===== config.mk =====
export PLATFORM = sky130hd
export DESIGN_NAME = dma_byte_mover
export DESIGN_NICKNAME = d
export VERILOG_FILES = /design/src/rtl/dmx_pkg.sv /design/src/rtl/dmx_addr_step.sv /design/src/rtl/dmx_wram_decode.sv /design/src/rtl/dmx_byte_plan.sv /design/src/rtl/dma_byte_mover.sv
export SDC_FILE = /design/constraint.sdc
export NUM_CORES = 1
export LEC_CHECK = 0
export BUFFER_PORTS_ARGS = -buffer_cell sky130_fd_sc_hd__buf_4
export CAP_MARGIN = 5
export CORE_MARGIN = 3
export CORE_UTILIZATION = 29
export CTS_BUF_LIST = sky130_fd_sc_hd__clkbuf_8
export DETAILED_ROUTE_END_ITERATION = 10
export PLACE_DENSITY = 0.52
export SLEW_MARGIN = 20
export SYNTH_ARGS = -nofsm -noshare
export SYNTH_HDL_FRONTEND = slang
export SYNTH_SLANG_ARGS = --single-unit

===== constraint.sdc =====
create_clock -name clk -period 3.4 [get_ports clk]
set_input_delay 0.68 -clock clk [delete_from_list [all_inputs] [get_ports clk]]
set_output_delay 0.68 -clock clk [all_outputs]
set_load 0.02 [all_outputs]

===== src/rtl/dmx_pkg.sv =====
package dmx_pkg;

   typedef enum logic [2:0] {
      ST_IDLE,
      ST_READ,
      ST_WRITE,
      ST_HOLD,
      ST_PAD
   } dmx_state_e;

   typedef enum logic [1:0] {
      BK_NORMAL,
      BK_SKIP,
      BK_FILL
   } dmx_kind_e;

   localparam logic [7:0] B_PAGE   = 8'h21;
   localparam logic [7:0] PORT_OFF = 8'h80;
   localparam logic [7:0] FILL_VAL = 8'hFF;

   // offset pattern entry for a mode and position
   function automatic logic [1:0] pat_off(input logic [2:0] mode, input logic [1:0] idx);
      logic [1:0] r;
      case (mode)
         3'd0:          r = 2'd0;
         3'd1:          r = {1'b0, idx[0]};
         3'd2, 3'd6:    r = 2'd0;
         3'd3, 3'd7:    r = {1'b0, idx[1]};
         3'd4:          r = idx;
         default:       r = {1'b0, idx[0]};
      endcase
      return r;
   endfunction

   // pattern length for a mode
   function automatic logic [2:0] pat_len(input logic [2:0] mode);
      logic [2:0] r;
      case (mode)
         3'd0:                   r = 3'd1;
         3'd1, 3'd2, 3'd6:       r = 3'd2;
         default:                r = 3'd4;
      endcase
      return r;
   endfunction

endpackage


===== src/rtl/dmx_addr_step.sv =====
module dmx_addr_step #(
   parameter int ADDR_W = 16
) (
   input  logic [ADDR_W-1:0] cur,
   input  logic              hold,
   input  logic              down,
   output logic [ADDR_W-1:0] nxt
);
   always_comb begin
      if (hold)      nxt = cur;
      else if (down) nxt = cur - 1'b1;
      else           nxt = cur + 1'b1;
   end
endmodule


===== src/rtl/dmx_wram_decode.sv =====
module dmx_wram_decode #(
   parameter logic [7:0] HI_BANK  = 8'h7E,
   parameter int         LOW_BITS = 3
) (
   input  logic [11:0] region,
   output logic        is_wram
);
   logic [7:0] bank;
   logic [3:0] page;
   logic       hi_hit;
   logic       lo_hit;

   assign bank = region[11:4];
   assign page = region[3:0];

   assign hi_hit = (bank[7:1] == HI_BANK[7:1]);
   assign lo_hit = !bank[6] && (page[3 -: LOW_BITS] == '0);
   assign is_wram = hi_hit || lo_hit;

   generate
      if (LOW_BITS < 1 || LOW_BITS > 4) begin : g_bad_low
         $error("dmx_wram_decode: LOW_BITS out of range");
      end
   endgenerate
endmodule


===== src/rtl/dmx_byte_plan.sv =====
module dmx_byte_plan
   import dmx_pkg::*;
(
   input  logic [7:0]  bank,
   input  logic [15:0] a_addr,
   input  logic [7:0]  boff,
   input  logic [2:0]  mode,
   input  logic [1:0]  idx,
   input  logic        dir,
   output logic [7:0]  b_low,
   output logic        a_wram,
   output dmx_kind_e   kind
);
   logic [1:0] off;

   assign off   = pat_off(mode, idx);
   assign b_low = boff + {6'd0, off};

   dmx_wram_decode u_wram (
      .region  ({bank, a_addr[15:12]}),
      .is_wram (a_wram)
   );

   always_comb begin
      if (b_low == PORT_OFF && a_wram) kind = dir ? BK_FILL : BK_SKIP;
      else                             kind = BK_NORMAL;
   end

   logic unused_a;
   assign unused_a = ^a_addr[11:0];
endmodule


===== src/rtl/dma_byte_mover.sv =====
module dma_byte_mover
   import dmx_pkg::*;
#(
   parameter int CNT_W     = 16,
   parameter int BYTE_CLKS = 8,
   parameter int SKIP_CLKS = 4
) (
   input  logic             clk,
   input  logic             rst_n,
   input  logic             start,
   input  logic [7:0]       cfg_bank,
   input  logic [15:0]      cfg_addr,
   input  logic [7:0]       cfg_boff,
   input  logic [2:0]       cfg_mode,
   input  logic             cfg_dir,
   input  logic             cfg_fixed,
   input  logic             cfg_decr,
   input  logic [CNT_W-1:0] cfg_count,
   output logic             bus_req,
   output logic             bus_we,
   output logic             bus_b_sel,
   output logic [23:0]      bus_addr,
   output logic [7:0]       bus_wdata,
   input  logic             bus_ack,
   input  logic [7:0]       bus_rdata,
   output logic             busy,
   output logic             done
);
   localparam int SLOT_W = $clog2(BYTE_CLKS) + 1;
   localparam logic [SLOT_W-1:0] SLOT_LAST = SLOT_W'(BYTE_CLKS - 1);
   localparam logic [SLOT_W-1:0] HOLD_LAST = SLOT_W'(SKIP_CLKS - 1);
   localparam int REM_W = CNT_W + 1;

   generate
      if (BYTE_CLKS < SKIP_CLKS + 2) begin : g_bad_slot
         $error("dma_byte_mover: BYTE_CLKS must exceed SKIP_CLKS + 1");
      end
      if (SKIP_CLKS < 1) begin : g_bad_skip
         $error("dma_byte_mover: SKIP_CLKS must be at least 1");
      end
      if (CNT_W < 1 || CNT_W > 24) begin : g_bad_cnt
         $error("dma_byte_mover: CNT_W out of range");
      end
   endgenerate

   dmx_state_e        state_q;
   dmx_kind_e         kind_q;
   logic [7:0]        bank_q;
   logic [15:0]       a_q;
   logic [7:0]        boff_q;
   logic [2:0]        mode_q;
   logic              dir_q;
   logic              fixed_q;
   logic              decr_q;
   logic [REM_W-1:0]  remain_q;
   logic [1:0]        idx_q;
   logic [7:0]        blow_q;
   logic              wram_q;
   logic [SLOT_W-1:0] slot_q;
   logic [7:0]        data_q;
   logic              done_q;

   logic              start_ok;
   logic              slot_end;
   logic              last_byte;
   logic [SLOT_W-1:0] slot_inc;
   logic [15:0]       a_stepped;
   logic [1:0]        idx_adv;
   logic [7:0]        c_bank;
   logic [15:0]       c_addr;
   logic [7:0]        c_boff;
   logic [2:0]        c_mode;
   logic [1:0]        c_idx;
   logic              c_dir;
   logic [7:0]        c_blow;
   logic              c_wram;
   dmx_kind_e         c_kind;
   dmx_state_e        c_first;

   assign start_ok  = start && (state_q == ST_IDLE);
   assign slot_end  = (state_q == ST_PAD) && (slot_q >= SLOT_LAST);
   assign last_byte = (remain_q == REM_W'(1));
   assign slot_inc  = (slot_q == '1) ? slot_q : slot_q + 1'b1;
   assign idx_adv   = ({1'b0, idx_q} + 3'd1 == pat_len(mode_q)) ? 2'd0 : idx_q + 2'd1;

   dmx_addr_step #(.ADDR_W(16)) u_step (
      .cur  (a_q),
      .hold (fixed_q),
      .down (decr_q),
      .nxt  (a_stepped)
   );

   // settings of the byte about to begin
   always_comb begin
      if (start_ok) begin
         c_bank = cfg_bank;  c_addr = cfg_addr; c_boff = cfg_boff;
         c_mode = cfg_mode;  c_idx  = 2'd0;     c_dir  = cfg_dir;
      end else begin
         c_bank = bank_q;    c_addr = a_stepped; c_boff = boff_q;
         c_mode = mode_q;    c_idx  = idx_adv;   c_dir  = dir_q;
      end
   end

   dmx_byte_plan u_plan (
      .bank   (c_bank),
      .a_addr (c_addr),
      .boff   (c_boff),
      .mode   (c_mode),
      .idx    (c_idx),
      .dir    (c_dir),
      .b_low  (c_blow),
      .a_wram (c_wram),
      .kind   (c_kind)
   );

   always_comb begin
      case (c_kind)
         BK_SKIP: c_first = ST_PAD;
         BK_FILL: c_first = ST_HOLD;
         default: c_first = ST_READ;
      endcase
   end

   always_ff @(posedge clk or negedge rst_n) begin
      if (!rst_n) begin
         state_q  <= ST_IDLE;
         kind_q   <= BK_NORMAL;
         bank_q   <= '0;
         a_q      <= '0;
         boff_q   <= '0;
         mode_q   <= '0;
         dir_q    <= 1'b0;
         fixed_q  <= 1'b0;
         decr_q   <= 1'b0;
         remain_q <= '0;
         idx_q    <= '0;
         blow_q   <= '0;
         wram_q   <= 1'b0;
         slot_q   <= '0;
         data_q   <= '0;
         done_q   <= 1'b0;
      end else begin
         done_q <= 1'b0;
         case (state_q)
            ST_IDLE: begin
               if (start_ok) begin
                  bank_q   <= cfg_bank;
                  a_q      <= cfg_addr;
                  boff_q   <= cfg_boff;
                  mode_q   <= cfg_mode;
                  dir_q    <= cfg_dir;
                  fixed_q  <= cfg_fixed;
                  decr_q   <= cfg_decr;
                  idx_q    <= 2'd0;
                  remain_q <= (cfg_count == '0) ? {1'b1, {CNT_W{1'b0}}} : {1'b0, cfg_count};
                  blow_q   <= c_blow;
                  wram_q   <= c_wram;
                  kind_q   <= c_kind;
                  slot_q   <= '0;
                  data_q   <= FILL_VAL;
                  state_q  <= c_first;
               end
            end
            ST_READ: begin
               slot_q <= slot_inc;
               if (bus_ack) begin
                  data_q  <= bus_rdata;
                  state_q <= ST_WRITE;
               end
            end
            ST_WRITE: begin
               slot_q <= slot_inc;
               if (bus_ack) state_q <= ST_PAD;
            end
            ST_HOLD: begin
               slot_q <= slot_inc;
               if (slot_q == HOLD_LAST) state_q <= ST_WRITE;
            end
            default: begin
               if (!slot_end) begin
                  slot_q <= slot_inc;
               end else if (last_byte) begin
                  state_q <= ST_IDLE;
                  done_q  <= 1'b1;
               end else begin
                  a_q      <= a_stepped;
                  idx_q    <= idx_adv;
                  remain_q <= remain_q - 1'b1;
                  blow_q   <= c_blow;
                  wram_q   <= c_wram;
                  kind_q   <= c_kind;
                  slot_q   <= '0;
                  data_q   <= FILL_VAL;
                  state_q  <= c_first;
               end
            end
         endcase
      end
   end

   assign bus_req   = (state_q == ST_READ) || (state_q == ST_WRITE);
   assign bus_we    = (state_q == ST_WRITE);
   assign bus_b_sel = (state_q == ST_WRITE) ^ dir_q;
   assign bus_addr  = bus_b_sel ? {8'h00, B_PAGE, blow_q} : {bank_q, a_q};
   assign bus_wdata = data_q;
   assign busy      = (state_q != ST_IDLE);
   assign done      = done_q;


   req_idle_chk: assert property (@(posedge clk) disable iff (!rst_n)
      !busy |-> !bus_req);


   done_pulse_chk: assert property (@(posedge clk) disable iff (!rst_n)
      done |=> !done);


   port_guard_chk: assert property (@(posedge clk) disable iff (!rst_n)
      (bus_req && bus_b_sel && bus_addr[7:0] == PORT_OFF) |-> !wram_q);


   fill_value_chk: assert property (@(posedge clk) disable iff (!rst_n)
      (bus_req && bus_we && !bus_b_sel && wram_q && blow_q == PORT_OFF) |-> (bus_wdata == FILL_VAL));


   fixed_hold_chk: assert property (@(posedge clk) disable iff (!rst_n)
      (busy && $past(busy) && fixed_q) |-> $stable(a_q));

   logic unused_kind;
   assign unused_kind = ^kind_q;
endmodule


* After elaboration in Yosys (flattened, before gate mapping)
Index checks and enable logic that the tools add are counted.
Storage, ports and cells: word-level logic and storage cells 132, flip-flop bits (word level) 81, output and inout bits 37
Cells by class: add/subtract/negate cells 7, bitwise logic cells 3, mux-type cells 52, equal/unequal tests 27, $lt $le $gt $ge 1, reductions and logical operators 27
Operators by type and width (count):
- 2-to-1 mux 16 bit | 6
- 2-to-1 mux 8 bit | 9
- 2-to-1 mux 17 bit | 4
- one-hot mux 17 bit (2 select lines) | 1
- one-hot mux 16 bit (2 select lines) | 1
- 2-to-1 mux 24 bit | 1
- one-hot mux 8 bit (3 select lines) | 1
- 2-to-1 mux 3 bit | 7
- equality test 17 x 1 -> 1 bit (second input constant) | 1
- subtractor 17 x 1 -> 17 bit (second input constant) | 1
- adder 16 x 1 -> 16 bit (second input constant) | 1
- logical NOT 16 bit | 1
- 2-to-1 mux 4 bit | 4
- one-hot mux 8 bit (2 select lines) | 1
- subtractor 16 x 1 -> 16 bit (second input constant) | 1
- equality test 3 x 2 -> 1 bit (second input constant) | 5
- equality test 3 bit (second input constant) | 5
- 2-to-1 mux 2 bit | 7
- logical NOT 3 bit | 4
- one-hot mux 3 bit (2 select lines) | 2
- one-hot mux 3 bit (4 select lines) | 1
- AND reduction 5 bit | 2
- OR reduction 3 bit | 3
- adder 8 x 2 -> 8 bit | 1
- other kinds (32) | 47

* Longest topological paths before layout
Gate-level depths: netlist of the first run.
depth after elaboration 16, gate-level depth with buffers 16

* By module
From an unflattened synthesis of the first run, not the netlist that was laid out.
Unflattened totals: cell total of the unflattened synthesis 729, area total of the unflattened synthesis 5793.1 um^2
By module, submodules not included:
- dma_byte_mover | area an instance 4593.2 um^2, times used 1, cells each 565
- dmx_addr_step | area an instance 925.9 um^2, times used 1, cells each 125
- dmx_byte_plan | area an instance 247.7 um^2, times used 1, cells each 35
- dmx_wram_decode | area an instance 26.3 um^2, times used 1, cells each 4

* Least setup slack after synthesis of the first run
OpenSTA, ideal clock, no wires.
path kind reg2reg, start register state_q[2], end register state_q[1], setup time 104 ps, required time 3296 ps, clock period less this slack 3478 ps, cell stages (with the launch flop) 17, path buffers 4, arrival 3375 ps, path slack -78 ps, cell sequence dfrtp_1 -> buf_6 -> nor3_2 -> and2_0 -> clkbuf_1 -> clkbuf_1 -> buf_1 -> a21oi_1 -> ha_1 -> a21o_1 -> nor3_1 -> nor3_1 -> nor4_1 -> a21oi_1 -> nor4b_4 -> nand3_2 -> o41ai_2
Between the ends: word-level cells in the longest chain between the ends 15
RTL lines:
- start, declared | RTL line dma_byte_mover.sv:46 | dmx_state_e state_q;
- start signal, assigned | RTL line dma_byte_mover.sv:161 | state_q <= c_first;
- start signal, assigned | RTL line dma_byte_mover.sv:194 | state_q <= c_first;
- logical NOT 3 bit
- logical AND 1 bit | RTL line dma_byte_mover.sv:80 | assign start_ok = start && (state_q == ST_IDLE);
- 2-to-1 mux 3 bit | RTL line dma_byte_mover.sv:95 | if (start_ok) begin
- equality test 3 x 2 -> 1 bit (tied with other cells) | RTL line dmx_pkg.sv:24 | case (mode)
- OR reduction 3 bit (no source line) / OR reduction 2 bit (equally long branches)
- one-hot mux 2 bit (3 select lines) | RTL line dmx_pkg.sv:24
- adder 8 x 2 -> 8 bit | RTL line dmx_byte_plan.sv:17 | assign b_low = boff + {6'd0, off};
- equality test 8 bit | RTL line dmx_byte_plan.sv:25 | if (b_low == PORT_OFF && a_wram) kind = dir ? BK_FILL : BK_SKIP;
- logical AND 1 bit | RTL line dmx_byte_plan.sv:25
- 2-to-1 mux 2 bit | RTL line dmx_byte_plan.sv:25
- equality test 2 bit / equality test 2 x 1 -> 1 bit (equally long branches) | RTL line dma_byte_mover.sv:117 | case (c_kind)
- one-hot mux 3 bit (2 select lines) | RTL line dma_byte_mover.sv:117
- 2-to-1 mux 3 bit | RTL line dma_byte_mover.sv:182 | end else if (last_byte) begin
- 2-to-1 mux 3 bit | RTL line dma_byte_mover.sv:180 | if (!slot_end) begin
- one-hot mux 3 bit (4 select lines) | RTL line dma_byte_mover.sv:144 | case (state_q)
Parallel ways exist; a longest one is shown, timed or not. The select of a mux whose other input is x is not followed. A chain may end at the register's enable or synchronous reset.

* Final worst setup path of the first run
start register state_q[2], end register state_q[1]
RTL lines:
- logical NOT 3 bit *
- logical AND 1 bit * | RTL line dma_byte_mover.sv:80
- 2-to-1 mux 8 bit * | RTL line dma_byte_mover.sv:95
- net c_boff[1] | RTL line dma_byte_mover.sv:71 | logic [7:0] c_boff;
- adder 8 x 2 -> 8 bit * | RTL line dmx_byte_plan.sv:17
- equality test 8 bit * | RTL line dmx_byte_plan.sv:25
- logical AND 1 bit * | RTL line dmx_byte_plan.sv:25
- 2-to-1 mux 2 bit * | RTL line dmx_byte_plan.sv:25
- equality test 2 bit / equality test 2 x 1 -> 1 bit (equally long branches) | RTL line dma_byte_mover.sv:117
- one-hot mux 3 bit (2 select lines) * | RTL line dma_byte_mover.sv:117
- 2-to-1 mux 3 bit | RTL line dma_byte_mover.sv:182
- 2-to-1 mux 3 bit | RTL line dma_byte_mover.sv:180
- one-hot mux 3 bit (4 select lines) * | RTL line dma_byte_mover.sv:144
Mark *: on every way through the listed nets, which the timed path passes. The rest lies on a longest branch. The select of a mux whose other input is x is not followed.

==> qor.csv, run 1 <==
stage,metric,value,unit
floorplan,row_count,48,
clock_tree,clkTransAtPathRegs,0.09,ns
yosys,syn_area,5170,µm²
worst_setup_path,rr_endpoint,state_q[1],
cells_and_area,final_cell_mix,"buf_4, nand2_1, dfrtp_1, nor2_1, o21ai_0",
floorplan,die-width,140,µm
grt,grt_max_degree,66,
clock_tree,cts_max_path_buffers,2,
sta,max_freq,0.316,GHz
routing,routed_wl,15.1,mm
sta,setup_tns,0,ns
clock_tree,post-cts-setup-buffer-count,0,
clock_tree,cts_made_buffers,9,
cells_and_area,nNetsFinal,822,
sta,worst_pin_slew,0.856,ns
clock_tree,postCtsHoldBufs,0,
routing,postRouteAntennaNets,0,
grt,grt_overflow,0,
placement,gp_congestion,0.850,
floorplan,core-area,17400,µm²
placement,placedCellCount,948,
sta,drv_slew,0,
sta,hold_violations,0,
cells_and_area,drive_above_1_share,0.223,
cells_and_area,syn_to_final_growth,25.8,%
worst_setup_path,worstSetupEndpoint,state_q[1],
yosys,seq_area_frac_synth,0.392,
worst_setup_path,startpoint,state_q[2],
routing,drt-vias-per-instance,5.13,
worst_setup_path,arrival,3.44,ns
routing,drt_iter0_markers,227,
min_path,hp-class,in2async,
grt,grt_pass1_vias,4943,
clock_tree,clock_latency,0.37,ns
routing,via_count,4942,
sta,skew,0.00761,ns
yosys,synth_edf_count,0,
worst_setup_path,crit_path_start_kind,flop,
floorplan,ioPinCount,103,
power_and_ir_drop,p_leak,0.00300,µW
yosys,synth_ff_type,dfrtp_1,
grt,antenna_found_initial,0,
cells_and_area,stdcell_count,964,
grt,grt_usage,0.156,
yosys,synthArstFlopShare,1.00,
worst_setup_path,worstPathMaxFanout,10,
clock_tree,cts.sinks,81,
worst_setup_path,ff2ff_setup_slack,0.23,ns
worst_setup_path,crit_required,3.67,ns
yosys,synthCells,627,
floorplan,dieArea,19500,µm²
yosys,yosysUniqueCellTypes,62,
clock_tree,cts_resized,0,
routing,drc,0,
cells_and_area,diodes,0,
run_status,status,"complete, no violations",
cells_and_area,final_common_cell,buf_4,
placement,io_buffers,102,
placement,dpl.hpwl,11.4,mm
worst_setup_path,ff2ff_path_depth,12,
yosys,synth_nets,715,
sta,min_period,3.17,ns
power_and_ir_drop,power_density,1100,nW/µm²
yosys,ys_seq_elements,81,
routing,wl_per_cell,15.6,µm
floorplan,initial_utilization,0.298,
floorplan,die_y,140,µm
sta,rsz0062_at_grt,false,
worst_setup_path,end_kind,flop,
yosys,ys_warn_count,0,
power_and_ir_drop,ir_worst_vdd,0.381,mV
sta,setup_viol_count_final,0,
sta,fin_crit_sh,0.932,
grt,grt_pass1_wl,24.8,mm
worst_setup_path,setup.worst_path.class,reg2reg,
clock_tree,cts_root_buf,clkbuf_8,
worst_setup_path,r2r_start,state_q[2],
job,drv_cap,0,
sta,slew_headroom,0.429,
clock_tree,htreeDepth,3,
routing,dr.pass1.iters,5,
clock_tree,cts_tree,done,
yosys,synth_area_per_cell,8.25,µm²
critical path: stages (launching register included):
cell and delay, ns:
dfrtp_2 0.49, or4b_4 0.59, nand2_1 0.12, nand2_1 0.08, ha_1 0.29, a21o_1 0.21
nor3_1 0.16, nor3_1 0.06, nor4_1 0.23, a21oi_1 0.11, nor4b_4 0.31, nand3_2 0.13
o41ai_2 0.31
metrics by stage:
step | util | worst slack, ns | instance area, µm² | hold slack, ns | power (µW)
5_1_grt | 0.375 | 0.0247 | 6500 | 0.474 | 7800
6_report | 0.375 | 0.232 | 6500 | 0.412 | 7140
3_3_place_gp | 0.362 | 0.109 | 6280 | 0.451 | 6240
2_1_floorplan | - | 0.00169 | 5170 | 0.384 | 4880
3_5_place_dp | 0.362 | 0.0483 | 6280 | 0.460 | 6340
4_1_cts | 0.375 | 0.169 | 6500 | 0.442 | 7190
routing by layer:
layer,GRT usage,wire [µm],vias to the layer above
met4,0.0484,276,0
met2,0.260,7010,130
met3,0.0323,648,17
met1,0.204,7130,2369
met5,0,0,-
li1,-,-,2426
where the power goes:
part / leakage [µW] / switching (µW) / internal [µW] / total (µW)
clock: 0.000109 / 384 / 435 / 819
sequential: 0.000979 / 421 / 1410 / 1830
combinational: 0.00191 / 2610 / 1880 / 4490
cell type report:
type,instances,area (µm²)
Fill cell,1792,10900
Multi-Input combinational cell,493,2940
Sequential cell,81,2030
Timing Repair Buffer,126,946
Tap cell,225,282
Clock buffer,10,138
Clock inverter,6,88.8
Inverter,23,86.3
how the worst min path moves through the flow:
stage,cells past startpoint,to
final,1,mode_q[2]
after CTS,1,mode_q[2]
after floorplan,0,asynchronous set/reset pin
after global routing,1,mode_q[2]
after global placement,2,bank_q[0]
after detailed placement,2,blow_q[0]
Yosys cell counts, types with 3 or more instances:
library cell,instances,area [µm²]
xor2_1,7,61.3
nor2_1,63,236
inv_1,21,78.8
a22oi_1,13,97.6
a21o_1,7,52.6
o31ai_1,3,22.5
a211oi_1,5,37.5
a21oi_1,51,255
xnor2_1,11,96.3
dfrtp_1,81,2030
and3_1,3,18.8
nor2b_1,4,25.0
nor4_1,11,68.8
and2_1,17,106
mux2i_1,5,50.1
nand3_1,16,80.1
mux2_2,8,90.1
nor3_1,18,90.1
o21ai_0,61,305
nand2b_1,9,56.3
clkbuf_1,24,90.1
nand4_1,7,43.8
o22ai_1,3,18.8
nor3b_1,3,22.5
ha_1,20,250
nand2_1,102,383
cell families after synthesis:
kind of cell	count (synthesis)	synth area share
simple gates	266	0.244
compound gates	171	0.199
flops	81	0.392
buf+inv	53	0.0431
fa+ha+maj	22	0.0561
xor+xnor	18	0.0305
mux	16	0.0353
(Power assumes the default switching activity.)
==> run 2, diff against run 1 <==
Settings changed: CTS_CLUSTER_SIZE from default to 8, SYNTH_HIERARCHICAL from default to 1.
==> qor.csv, run 2 <==
stage,metric,value,unit
worst_setup_path,end_kind,flop,
power_and_ir_drop,p_leak,0.00361,µW
clock_tree,clkTransAtPathRegs,0.09,ns
clock_tree,cts_max_path_buffers,2,
floorplan,dieArea,21200,µm²
routing,drc,0,
sta,worst_pin_slew,0.807,ns
routing,routed_wl,17.1,mm
clock_tree,cts.sinks,81,
cells_and_area,fillers,1990,
floorplan,core-area,18900,µm²
cells_and_area,drive_above_1_share,0.336,
sta,skew,0.0147,ns
clock_tree,cts_root_buf,clkbuf_8,
cells_and_area,top_regs,"remain_q x17, a_q x16",
routing,wl_met3,689,µm
clock_tree,cts_made_buffers,9,
floorplan,row_count,50,
floorplan,die_y,145,µm
min_path,hp-class,in2async,
job,drv_cap,0,
cells_and_area,largest_register_ffs,17,
worst_setup_path,setup.worst_path.class,reg2reg,
routing,dr.pass1.iters,4,
cells_and_area,final_common_cell,buf_4,
routing,via_count,5504,
routing,dr.max_layer_used,met4,
cells_and_area,final_cell_mix,"buf_4, nand2_1, dfrtp_1, nor2_1, a21oi_1",
clock_tree,clock_latency,0.38,ns
yosys,ys_warn_count,6,
floorplan,die-width,145,µm
grt,antenna_found_initial,0,
floorplan,ioPinCount,103,
worst_setup_path,crit_required,3.68,ns
cells_and_area,diodes,0,
placement,placedCellCount,1112,
power_and_ir_drop,p_total,9270,µW
grt,grt_pass1_wl,27.9,mm
worst_setup_path,crit_path_start_kind,flop,
power_and_ir_drop,ir_worst_vdd,0.379,mV
clock_tree,cts_tree,done,
routing,wl_per_cell,15.0,µm
sta,min_period,4.02,ns
cells_and_area,stdcell_count,1141,
sta,drv_slew,0,
grt,grt_usage,0.160,
placement,gp_congestion,0.834,
sta,slew_headroom,0.461,
worst_setup_path,arrival,4.30,ns
run_status,violations,negative setup slack,
cells_and_area,fin_util,0.418,
yosys,synth_area_per_cell,8.19,µm²
sta,rsz0062_at_grt,true,
routing,drt_iter0_markers,209,
yosys,syn_area,5640,µm²
sta,fin_crit_sh,1.18,
power_and_ir_drop,power_density,1170,nW/µm²
routing,postRouteAntennaNets,0,
sta,setup_ws,-0.623,ns
sta,setup_viol_count_final,3,
yosys,synthCells,689,
run_status,status,"finished, violations left",
floorplan,initial_utilization,0.299,
placement,io_buffers,102,
grt,grt_pass1_vias,5539,
routing,drt-vias-per-instance,4.82,
routing,wl_met1,7.83,mm
clock_tree,htreeDepth,3,
sta,hold_violations,0,
placement,dpl.hpwl,12.9,mm
routing,wl_met2,8.41,mm
cells_and_area,syn_to_final_growth,40.0,%
sta,max_freq,0.249,GHz
worst_setup_path,worstPathMaxFanout,7,
grt,grt_max_degree,44,
cells_and_area,nNetsFinal,964,
cells_and_area,regMostFlops,remain_q,
yosys,synth_nets,777,
grt,grt_overflow,0,
## run 2: worst paths after layout
kind                                start    endpoint  slack, ns  depth (start not counted)
worst max-delay path               decr_q  state_q[0]      -0.62                         19
min in group clk                blow_q[5]   blow_q[5]       0.47                          2
worst min-delay path                rst_n   bank_q[5]       0.25                          1
worst min register to register  blow_q[5]   blow_q[5]       0.47                          2
worst max register to register     decr_q  state_q[0]      -0.62                         19
max in group asynchronous           rst_n    idx_q[0]       2.46                          2
## run 2: repair_timing
item | 4_1_cts | 5_1_grt
buffers inserted | 10 | 3
gates resized for setup | 15 | 16
hold buffers | 0 | 0
setup endpoints to repair | 8 | 4
pin swaps | 17 | 9
## run 2: metrics by stage
stage	hold slack, ns	setup TNS [ns]	worst slack, ns	area [µm²]
2_1_floorplan	0.384	-1.31	-0.541	5780
3_3_place_gp	0.453	-2.04	-0.712	7420
3_5_place_dp	0.455	-2.48	-0.860	7420
4_1_cts	0.245	-2.04	-0.700	7770
5_1_grt	0.261	-2.52	-0.853	7900
6_report	0.254	-1.81	-0.623	7900
## run 2: where the power goes
group	switching [µW]	total [µW]	internal, µW
logic	3470	6660	3190
registers	426	1830	1410
clock network	413	776	362
total	4310	9270	4960
## run 2: layer usage
metal  global-route usage  up-vias
met5                    0        -
met4               0.0370        0
met3               0.0392       12
met2                0.277      105
met1                0.203     2603
li1                     -     2784
## run 2: layout make-up
| cell class | count | area, µm² | share of cell area |
|---|---|---|---|
| tap | 260 | 325 | 0.0412 |
| clock inverter | 6 | 68.8 | 0.00871 |
| multi-input combinational | 559 | 3690 | 0.467 |
| clock buffer | 10 | 138 | 0.0174 |
| timing repair buffer | 209 | 1590 | 0.201 |
| inverter | 16 | 60.1 | 0.00760 |
| sequential | 81 | 2030 | 0.257 |
## run 2: worst max-delay path, cell delays in order, from the launching register on
cell	delay, ns
dfrtp_4	0.54
buf_12	0.17
fa_2	0.35
a21o_1	0.22
nand3_2	0.09
a31o_4	0.16
o211ai_2	0.09
xnor2_1	0.15
o21ai_1	0.09
nand2_1	0.07
nand2_1	0.05
or4_4	0.51
o21ai_2	0.08
nand3b_1	0.09
a2111o_1	0.41
nor4_2	0.19
nor2b_4	0.21
or3_1	0.10
o21ai_1	0.06
mux2_4	0.29
